## src/rtl/pci_cmd_pkg.sv

```systemverilog
// Package: bit positions, masks and shared types for the PCI command register.
// Assumes a 16-bit register. Only the bits in CMD_WR_MASK hold state.
package pci_cmd_pkg;
    localparam int CMD_W        = 16;
    localparam int CMD_LANES    = CMD_W / 8;
    localparam int BIT_IOAE     = 0;
    localparam int BIT_MAE      = 1;
    localparam int BIT_BME      = 2;
    localparam int BIT_PERRE    = 6;
    localparam int BIT_SERRE    = 8;
    localparam logic [CMD_W-1:0] CMD_WR_MASK  = (1 << BIT_MAE) | (1 << BIT_PERRE) | (1 << BIT_SERRE);
    localparam logic [CMD_W-1:0] CMD_HARD_ONE = (1 << BIT_BME);
    localparam logic [CMD_W-1:0] CMD_RST      = 16'h0006;

    // Error source indices. The parity sources also need the parity enable.
    localparam int ERR_PCI_PAR   = 0;
    localparam int ERR_DRAM_PAR  = 1;
    localparam int ERR_CACHE_PAR = 2;
    localparam int ERR_TABORT    = 3;
    localparam int N_ERR         = 4;
    localparam logic [N_ERR-1:0] ERR_PAR_MASK = 4'b0111;

    typedef struct packed {
        logic serre;
        logic perre;
        logic mae;
    } cmd_state_t;
endpackage

```

## src/rtl/pci_cmd_regs.sv

```systemverilog
// Module: holds the writable command bits and produces the readback value.
// Assumes a synchronous active-low reset. Writes are decoded by offset and byte lane.
module pci_cmd_regs
    import pci_cmd_pkg::*;
#(
    parameter int               ADDR_W     = 8,
    parameter logic [ADDR_W-1:0] REG_OFFSET = 8'h04
) (
    input  logic                 clk,
    input  logic                 rst_n,
    input  logic [ADDR_W-1:0]    cfg_addr,
    input  logic                 cfg_wr,
    input  logic                 cfg_rd,
    input  logic [CMD_LANES-1:0] cfg_be,
    input  logic [CMD_W-1:0]     cfg_wdata,
    output logic [CMD_W-1:0]     cfg_rdata,
    output cmd_state_t           state
);
    logic             hit;
    logic [CMD_W-1:0] lane_mask;
    logic [CMD_W-1:0] store_q;

    assign hit = (cfg_addr == REG_OFFSET);

    // Expand the byte enables into a bit mask of the writable bits.
    for (genvar g = 0; g < CMD_LANES; g++) begin : g_lane
        assign lane_mask[g*8 +: 8] = {8{cfg_be[g] & cfg_wr & hit}} & CMD_WR_MASK[g*8 +: 8];
    end

    // Store the writable bits and update them per lane.
    always_ff @(posedge clk) begin
        if (!rst_n) store_q <= CMD_RST & CMD_WR_MASK;
        else        store_q <= (store_q & ~lane_mask) | (cfg_wdata & lane_mask);
    end

    // Read back the stored bits with the hardwired bits forced.
    always_comb begin
        cfg_rdata = '0;
        if (cfg_rd && hit) cfg_rdata = store_q | CMD_HARD_ONE;
    end

    assign state.serre = store_q[BIT_SERRE];
    assign state.perre = store_q[BIT_PERRE];
    assign state.mae   = store_q[BIT_MAE];
endmodule

```

## src/rtl/pci_cmd_serr.sv

```systemverilog
// Module: qualifies the error events and registers one active-low SERR pulse.
// Assumes the events are single-cycle pulses. The gating uses the current (pre-write) state.
module pci_cmd_serr
    import pci_cmd_pkg::*;
(
    input  logic             clk,
    input  logic             rst_n,
    input  cmd_state_t       state,
    input  logic [N_ERR-1:0] ev,
    input  logic [N_ERR-1:0] en,
    output logic             serr_n
);
    logic [N_ERR-1:0] qual;
    logic             fire;

    // Parity sources need the parity enable; the other sources do not.
    for (genvar g = 0; g < N_ERR; g++) begin : g_src
        if (ERR_PAR_MASK[g]) begin : g_par
            assign qual[g] = ev[g] & en[g] & state.perre;
        end else begin : g_plain
            assign qual[g] = ev[g] & en[g];
        end
    end

    assign fire = state.serre & (|qual);

    // Register the merged request into the active-low output.
    always_ff @(posedge clk) begin
        if (!rst_n) serr_n <= 1'b1;
        else        serr_n <= ~fire;
    end
endmodule

```

## src/rtl/pci_cmd_memq.sv

```systemverilog
// Module: qualifies memory cycles from PCI masters. I/O cycles are never claimed.
// Assumes mst_mem_cyc and mem_decode_hit are valid in the same cycle.
module pci_cmd_memq
    import pci_cmd_pkg::*;
(
    input  cmd_state_t state,
    input  logic       mst_mem_cyc,
    input  logic       mem_decode_hit,
    output logic       mem_accept,
    output logic       io_accept
);
    // Accept only when the memory enable is set.
    always_comb begin
        mem_accept = state.mae & mst_mem_cyc & mem_decode_hit;
        io_accept  = 1'b0;
    end
endmodule

```

## src/rtl/pci_cmd_ctl.sv

```systemverilog
// Top: PCI command register with system-error gating and memory-accept qualification.
// Assumes a single clock and a synchronous active-low reset.
module pci_cmd_ctl
    import pci_cmd_pkg::*;
#(
    parameter int                ADDR_W     = 8,
    parameter logic [ADDR_W-1:0] REG_OFFSET = 8'h04
) (
    input  logic                 clk,
    input  logic                 rst_n,
    input  logic [ADDR_W-1:0]    cfg_addr,
    input  logic                 cfg_wr,
    input  logic                 cfg_rd,
    input  logic [CMD_LANES-1:0] cfg_be,
    input  logic [CMD_W-1:0]     cfg_wdata,
    output logic [CMD_W-1:0]     cfg_rdata,
    input  logic                 ev_pci_par,
    input  logic                 ev_dram_par,
    input  logic                 ev_cache_par,
    input  logic                 ev_tgt_abort,
    input  logic                 ecmd_pci_par_en,
    input  logic                 ecmd_dram_par_en,
    input  logic                 ecmd_cache_par_en,
    input  logic                 ecmd_tabort_en,
    input  logic                 mst_mem_cyc,
    input  logic                 mem_decode_hit,
    output logic                 mem_accept,
    output logic                 io_accept,
    output logic                 serr_n
);
    cmd_state_t       cmd_state;
    logic [N_ERR-1:0] ev_vec;
    logic [N_ERR-1:0] en_vec;

    // Gather the error sources in index order.
    always_comb begin
        ev_vec = '0;
        en_vec = '0;
        ev_vec[ERR_PCI_PAR]   = ev_pci_par;
        ev_vec[ERR_DRAM_PAR]  = ev_dram_par;
        ev_vec[ERR_CACHE_PAR] = ev_cache_par;
        ev_vec[ERR_TABORT]    = ev_tgt_abort;
        en_vec[ERR_PCI_PAR]   = ecmd_pci_par_en;
        en_vec[ERR_DRAM_PAR]  = ecmd_dram_par_en;
        en_vec[ERR_CACHE_PAR] = ecmd_cache_par_en;
        en_vec[ERR_TABORT]    = ecmd_tabort_en;
    end

    pci_cmd_regs #(.ADDR_W(ADDR_W), .REG_OFFSET(REG_OFFSET)) u_regs (
        .clk(clk), .rst_n(rst_n), .cfg_addr(cfg_addr), .cfg_wr(cfg_wr), .cfg_rd(cfg_rd),
        .cfg_be(cfg_be), .cfg_wdata(cfg_wdata), .cfg_rdata(cfg_rdata), .state(cmd_state)
    );

    pci_cmd_serr u_serr (
        .clk(clk), .rst_n(rst_n), .state(cmd_state), .ev(ev_vec), .en(en_vec), .serr_n(serr_n)
    );

    pci_cmd_memq u_memq (
        .state(cmd_state), .mst_mem_cyc(mst_mem_cyc), .mem_decode_hit(mem_decode_hit),
        .mem_accept(mem_accept), .io_accept(io_accept)
    );
endmodule

```

## config.mk

```make
export PLATFORM = sky130hd
export DESIGN_NAME = pci_cmd_ctl
export DESIGN_NICKNAME = d
export VERILOG_FILES = /design/src/rtl/pci_cmd_pkg.sv /design/src/rtl/pci_cmd_regs.sv /design/src/rtl/pci_cmd_serr.sv /design/src/rtl/pci_cmd_memq.sv /design/src/rtl/pci_cmd_ctl.sv
export SDC_FILE = /design/constraint.sdc
export NUM_CORES = 1
export LEC_CHECK = 0
export CORE_AREA = 10 10 51 53
export CTS_BUF_LIST = sky130_fd_sc_hd__clkbuf_8 sky130_fd_sc_hd__clkbuf_16
export CTS_CLUSTER_SIZE = 25
export DETAILED_ROUTE_END_ITERATION = 7
export DIE_AREA = 0 0 61 63
export GPL_TIMING_DRIVEN = 0
export PLACE_DENSITY = 0.81
export SLEW_MARGIN = 0
export SYNTH_ARGS = -nofsm -noshare
export SYNTH_HDL_FRONTEND = slang
export SYNTH_SLANG_ARGS = --single-unit
```

## constraint.sdc

```tcl
create_clock -name clk -period 3.2 [get_ports clk]
set_input_delay 0.64 -clock clk [delete_from_list [all_inputs] [get_ports clk]]
set_output_delay 0.64 -clock clk [all_outputs]
set_load 0.005 [all_outputs]
```

==> flow_summary.json, run 1 <==
{
  "synth_ff_type": "dfxtp_1",
  "period_needed_ps": 3110,
  "die_w_um": 61,
  "layout.nets": 133,
  "die_y_um": 63,
  "netlist_area_sq_um": 360,
  "crit_slowest_cell": "or4_4",
  "regArea_sq_um": 80.1,
  "clk_path_buf_depth": 2,
  "num_antenna_cells": 0,
  "worstReg2RegEnd": "u_serr.serr_n$_SDFF_PN1_",
  "setup_viol": 0,
  "rsz0062_at_grt": "no",
  "mostFrequentLayoutCell": "clkdlybuf4s50_1",
  "via_per_inst": 3.96,
  "mostFrequentLayoutCells": "32 x clkdlybuf4s50_1, 13 x buf_4, 13 x conb_1",
  "initial_core_util": 0.218,
  "fillers": 168,
  "drive_above_1_share": 0.231,
  "p_leak_nw": 0.360,
  "timing.hold.ws_ps": 411,
  "insertion_delay_ps": 210,
  "antenna_found_initial": 0,
  "post-dp-hpwl_um": 1250,
  "async_reset_ff_frac": 0,
  "synth-edff-count": 0,
  "hold_path_class": "reg -> reg",
  "grt_pass1_vias": 459,
  "ys_types": 17,
  "synth_seq_cells": 4,
  "synth_cells": 44,
  "postRouteWirelength_um": 1370,
  "crit_chain": "clkdlybuf4s50_1 -> or4_4 -> nor2_2 -> and3_1 -> clkdlybuf4s50_1",
  "rows": 15,
  "fmax_mhz": 322,
  "syn_to_final_growth_pct": 119,
  "gp_congestion": 0.647,
  "run_status": "finished, final reports clean",
  "yosysSeqAreaShare": 0.222,
  "start_kind": "input pin",
  "cts_sinks": 4,
  "io_buffers": 32,
  "drtIter0Drc": 5,
  "vias": 428,
  "setup_tns_ps": 0,
  "fin_skew_ps": 0.136,
  "grt_pass1_wl_um": 1880,
  "drc": 0,
  "reg2reg_slack_ps": 2440,
  "path_buf_inv": 2,
  "clk_pin_slew_ps": 30,
  "die-area_sq_mm": 0.00384,
  "avgSynthCellArea_sq_um": 8.19,
  "hold_end": "u_serr.serr_n$_SDFF_PN1_",
  "cap_violations": 0,
  "finalHoldViolCount": 0,
  "critPathKind": "in -> out",
  "cp_data_arrival_time_ps": 2470,
  "timing.final.crit_share": 0.972,
  "ios": 59,
  "core-area_sq_mm": 0.00165,
  "vdd_drop_max_uv": 140,
  "h-tree-depth": 1,
  "grt-ovfl-total": 0,
  "synth_warnings": 0,
  "wl_per_cell_um": 12.7,
  "drt_pass1_iterations": 4,
  "slowest_delay_ps": 580,
  "slew_violations": 0,
  "cp_common_cell": "clkdlybuf4s50_1",
  "pwr_density_cell_mw_per_mm2": 266,
  "path_max_fanout": 4,
  "cts_tree": "built",
  "holdPathStages": 1,
  "crit_required_ps": 2560,
  "r2r_cells": 3,
  "critPathCaptureType": "primary output",
  "ant_nets": 0,
  "cts_made_buffers": 3,
  "grt.total_usage": 0.0637,
  "grt_max_degree": 8,
  "multi_input_area_sq_um": 226,
  "critPathTopFamily": "simple AND/OR/NAND/NOR gates",
  "cts_root_buf": "clkbuf_8"
}
## stage by stage
| step | setup WS (ps) | util | instance area (sq um) | instances | power [mW] |
|---|---|---|---|---|---|
| after floorplan | 1020 | - | 405 | 56 | 0.0721 |
| after CTS | 33.4 | 0.477 | 788 | 108 | 0.214 |
| after global placement | 97.6 | 0.452 | 747 | 105 | 0.106 |
| after detailed placement | 34.1 | 0.452 | 747 | 105 | 0.107 |
| final | 90.1 | 0.479 | 791 | 108 | 0.211 |
| after global routing | 26.9 | 0.479 | 791 | 108 | 0.223 |
## layout make-up
cell class                      count  share of cell area
Timing Repair Buffer               32               0.405
Multi-Input combinational cell     38               0.286
Buffer                             13               0.123
Sequential cell                     4               0.101
Clock buffer                        3              0.0522
Tap cell                           17              0.0269
Inverter                            1             0.00475
## worst max-delay path by stage
stage	start	to	slack (ps)	cells after the start
3_3_place_gp	cfg_addr[5]	cfg_rdata[1]	100	5
5_1_grt	cfg_addr[5]	cfg_rdata[6]	30	5
2_1_floorplan	cfg_addr[5]	cfg_rdata[1]	1020	3
6_report	cfg_addr[5]	cfg_rdata[6]	90	5
4_1_cts	cfg_addr[5]	cfg_rdata[6]	30	5
3_5_place_dp	cfg_addr[5]	cfg_rdata[6]	30	5
## routing by layer
| layer | global-route usage | vias to the layer above | routed length (um) |
|---|---|---|---|
| met5 | 0 | - | 0 |
| met4 | 0.0330 | 0 | 0 |
| met3 | 0.0610 | 0 | 293 |
| met2 | 0.106 | 30 | 670 |
| met1 | 0.0451 | 181 | 408 |
| li1 | - | 217 | - |
## worst register-to-register path, delay by kind of cell (launching register included)
family	cells	cell delay, ps
compound gates	1	150
buf+inv	1	50
flops	1	350
simple gates	1	90
## Yosys cell counts, drive strengths merged, types with 2 or more instances
| cell | instances | area, sq um |
|---|---|---|
| mux2i | 3 | 30.0 |
| nand2 | 7 | 26.3 |
| dfxtp | 4 | 80.1 |
| nor3 | 2 | 26.3 |
| nor2b | 2 | 12.5 |
| and3 | 4 | 25.0 |
| buf | 13 | 97.6 |
## repair_timing
action,CTS,global route
resized for setup,0,1
hold buffers,0,0
setup endpoints to repair,0,2
buffers inserted,0,0
## where the power goes
part / switching, mW / internal (mW)
clock network: 0.0229 / 0.0799
registers: 0.0000199 / 0.0503
logic: 0.0153 / 0.0421
total: 0.0383 / 0.172
## cell families (layout without fill, tap and decap cells)
logic type	count (synthesis)	in the layout	synth area share
other cells	1	13	0.0104
flops	4	4	0.222
mux	3	3	0.0833
buf+inv	14	49	0.281
compound gates	2	2	0.0417
simple gates	20	20	0.361
Power figures use the tool's default switching activity.
==> run 2, diff against run 1 <==
==> constraint.sdc (replaced) <==
create_clock -name clk -period 4 [get_ports clk]
set_input_delay 0.8 -clock clk [delete_from_list [all_inputs] [get_ports clk]]
set_output_delay 0.8 -clock clk [all_outputs]
set_load 0.005 [all_outputs]
==> flow_summary.json, run 2 (synthesis results as in run 1) <==
{
  "vias": 425,
  "slew_violations": 0,
  "clk_pin_slew_ps": 30,
  "grt_pass1_wl_um": 1880,
  "fin_skew_ps": 0.136,
  "pwr_density_cell_mw_per_mm2": 214,
  "regArea_sq_um": 80.1,
  "post-cts-setup-buffers": 0,
  "drt-met1-wl_um": 413,
  "ios": 59,
  "wl_met3_um": 293,
  "crit_chain": "clkdlybuf4s50_1 -> or4_4 -> nor2_1 -> and3_1 -> clkdlybuf4s50_1",
  "wl_per_cell_um": 12.6,
  "grt_max_degree": 8,
  "finalHoldViolCount": 0,
  "cts_tree": "built",
  "grt.total_usage": 0.0637,
  "critPathCaptureType": "primary output",
  "mostFrequentLayoutCell": "clkdlybuf4s50_1",
  "routed.top_layer": "met3",
  "cts_resized": 0,
  "ant_nets": 0,
  "die_w_um": 61,
  "io_buffers": 32,
  "post-place-ws_ps": 514,
  "fmax_mhz": 289,
  "critPathKind": "in -> out",
  "setup_tns_ps": 0,
  "drt_pass1_iterations": 4,
  "start_kind": "input pin",
  "multi_input_area_sq_um": 224,
  "die-area_sq_mm": 0.00384,
  "rows": 15,
  "initial_core_util": 0.218,
  "cts_sinks": 4,
  "cp_data_arrival_time_ps": 2670,
  "path_buf_inv": 2,
  "gp_congestion": 0.647,
  "p_leak_nw": 0.360,
  "cts_root_buf": "clkbuf_8",
  "grt_pass1_vias": 459,
  "hold_path_class": "reg -> reg",
  "cts_hold_buf": 0,
  "cp_common_cell": "clkdlybuf4s50_1",
  "wl_met2_um": 655,
  "drive_above_1_share": 0.220,
  "path_max_fanout": 4,
  "slowest_delay_ps": 570,
  "syn_to_final_growth_pct": 119,
  "cap_violations": 0,
  "h-tree-depth": 1,
  "rsz0062_at_grt": "no",
  "drtIter0Drc": 5,
  "insertion_delay_ps": 210,
  "crit_required_ps": 3200,
  "grt-ovfl-total": 0,
  "layout.nets": 133,
  "period_needed_ps": 3470,
  "core-area_sq_mm": 0.00165,
  "vdd_drop_max_uv": 112,
  "run_status": "finished, final reports clean",
  "crit_slowest_cell": "or4_4",
  "die_y_um": 63,
  "timing.hold.ws_ps": 411,
  "mostFrequentLayoutCells": "32 x clkdlybuf4s50_1, 13 x buf_4, 13 x conb_1",
  "fin_ws_ps": 535,
  "reg2reg_slack_ps": 3240,
  "total_power_mw": 0.168,
  "cts_made_buffers": 3,
  "post-dp-hpwl_um": 1250,
  "via_per_inst": 3.94,
  "timing.final.crit_share": 0.866,
  "num_antenna_cells": 0,
  "clk_path_buf_depth": 2,
  "drc": 0,
  "setup_viol": 0,
  "postRouteWirelength_um": 1360,
  "fillers": 165,
  "critPathTopFamily": "simple AND/OR/NAND/NOR gates",
  "antenna_found_initial": 0
}
[run 2: power by group]
group / total (mW) / switching (mW) / internal, mW / leakage, nW
registers: 0.0402 / 0.0000158 / 0.0402 / 0.0323
clock network: 0.0823 / 0.0184 / 0.0639 / 0.0216
logic: 0.0458 / 0.0121 / 0.0337 / 0.307
[run 2: area by class of cell]
| cell class | count | share of cell area |
|---|---|---|
| Tap cell | 17 | 0.0270 |
| Sequential cell | 4 | 0.102 |
| Buffer | 13 | 0.124 |
| Timing Repair Buffer | 32 | 0.406 |
| Clock buffer | 3 | 0.0524 |
| Multi-Input combinational cell | 38 | 0.284 |
| Inverter | 1 | 0.00476 |
[run 2: stage by stage]
stage               utilization  std cells  cell area, sq um
detailed placement        0.452        105               747
global route              0.477        108               788
finish                    0.477        108               788
floorplan                     -         56               405
CTS                       0.477        108               788
global placement          0.452        105               747
[run 2: worst paths after layout]
path	startpoint	end	cells past startpoint
setup / recovery	cfg_addr[5]	cfg_rdata[6]	5
setup reg to reg	register	u_serr.serr_n$_SDFF_PN1_	3
hold reg to reg	register	u_serr.serr_n$_SDFF_PN1_	1
hold / removal	register	u_serr.serr_n$_SDFF_PN1_	1
[run 2: per-layer routing]
| metal | track usage | vias up |
|---|---|---|
| li1 | - | 217 |
| met1 | 0.0451 | 178 |
| met2 | 0.106 | 30 |
| met3 | 0.0610 | 0 |
| met4 | 0.0330 | 0 |
| met5 | 0 | - |
[run 2: worst reg2reg max path: stages, from the launching register on]
cell and delay [ps]:
dfxtp_1 350, inv_1 50, o21ai_0 150, nand3_1 90
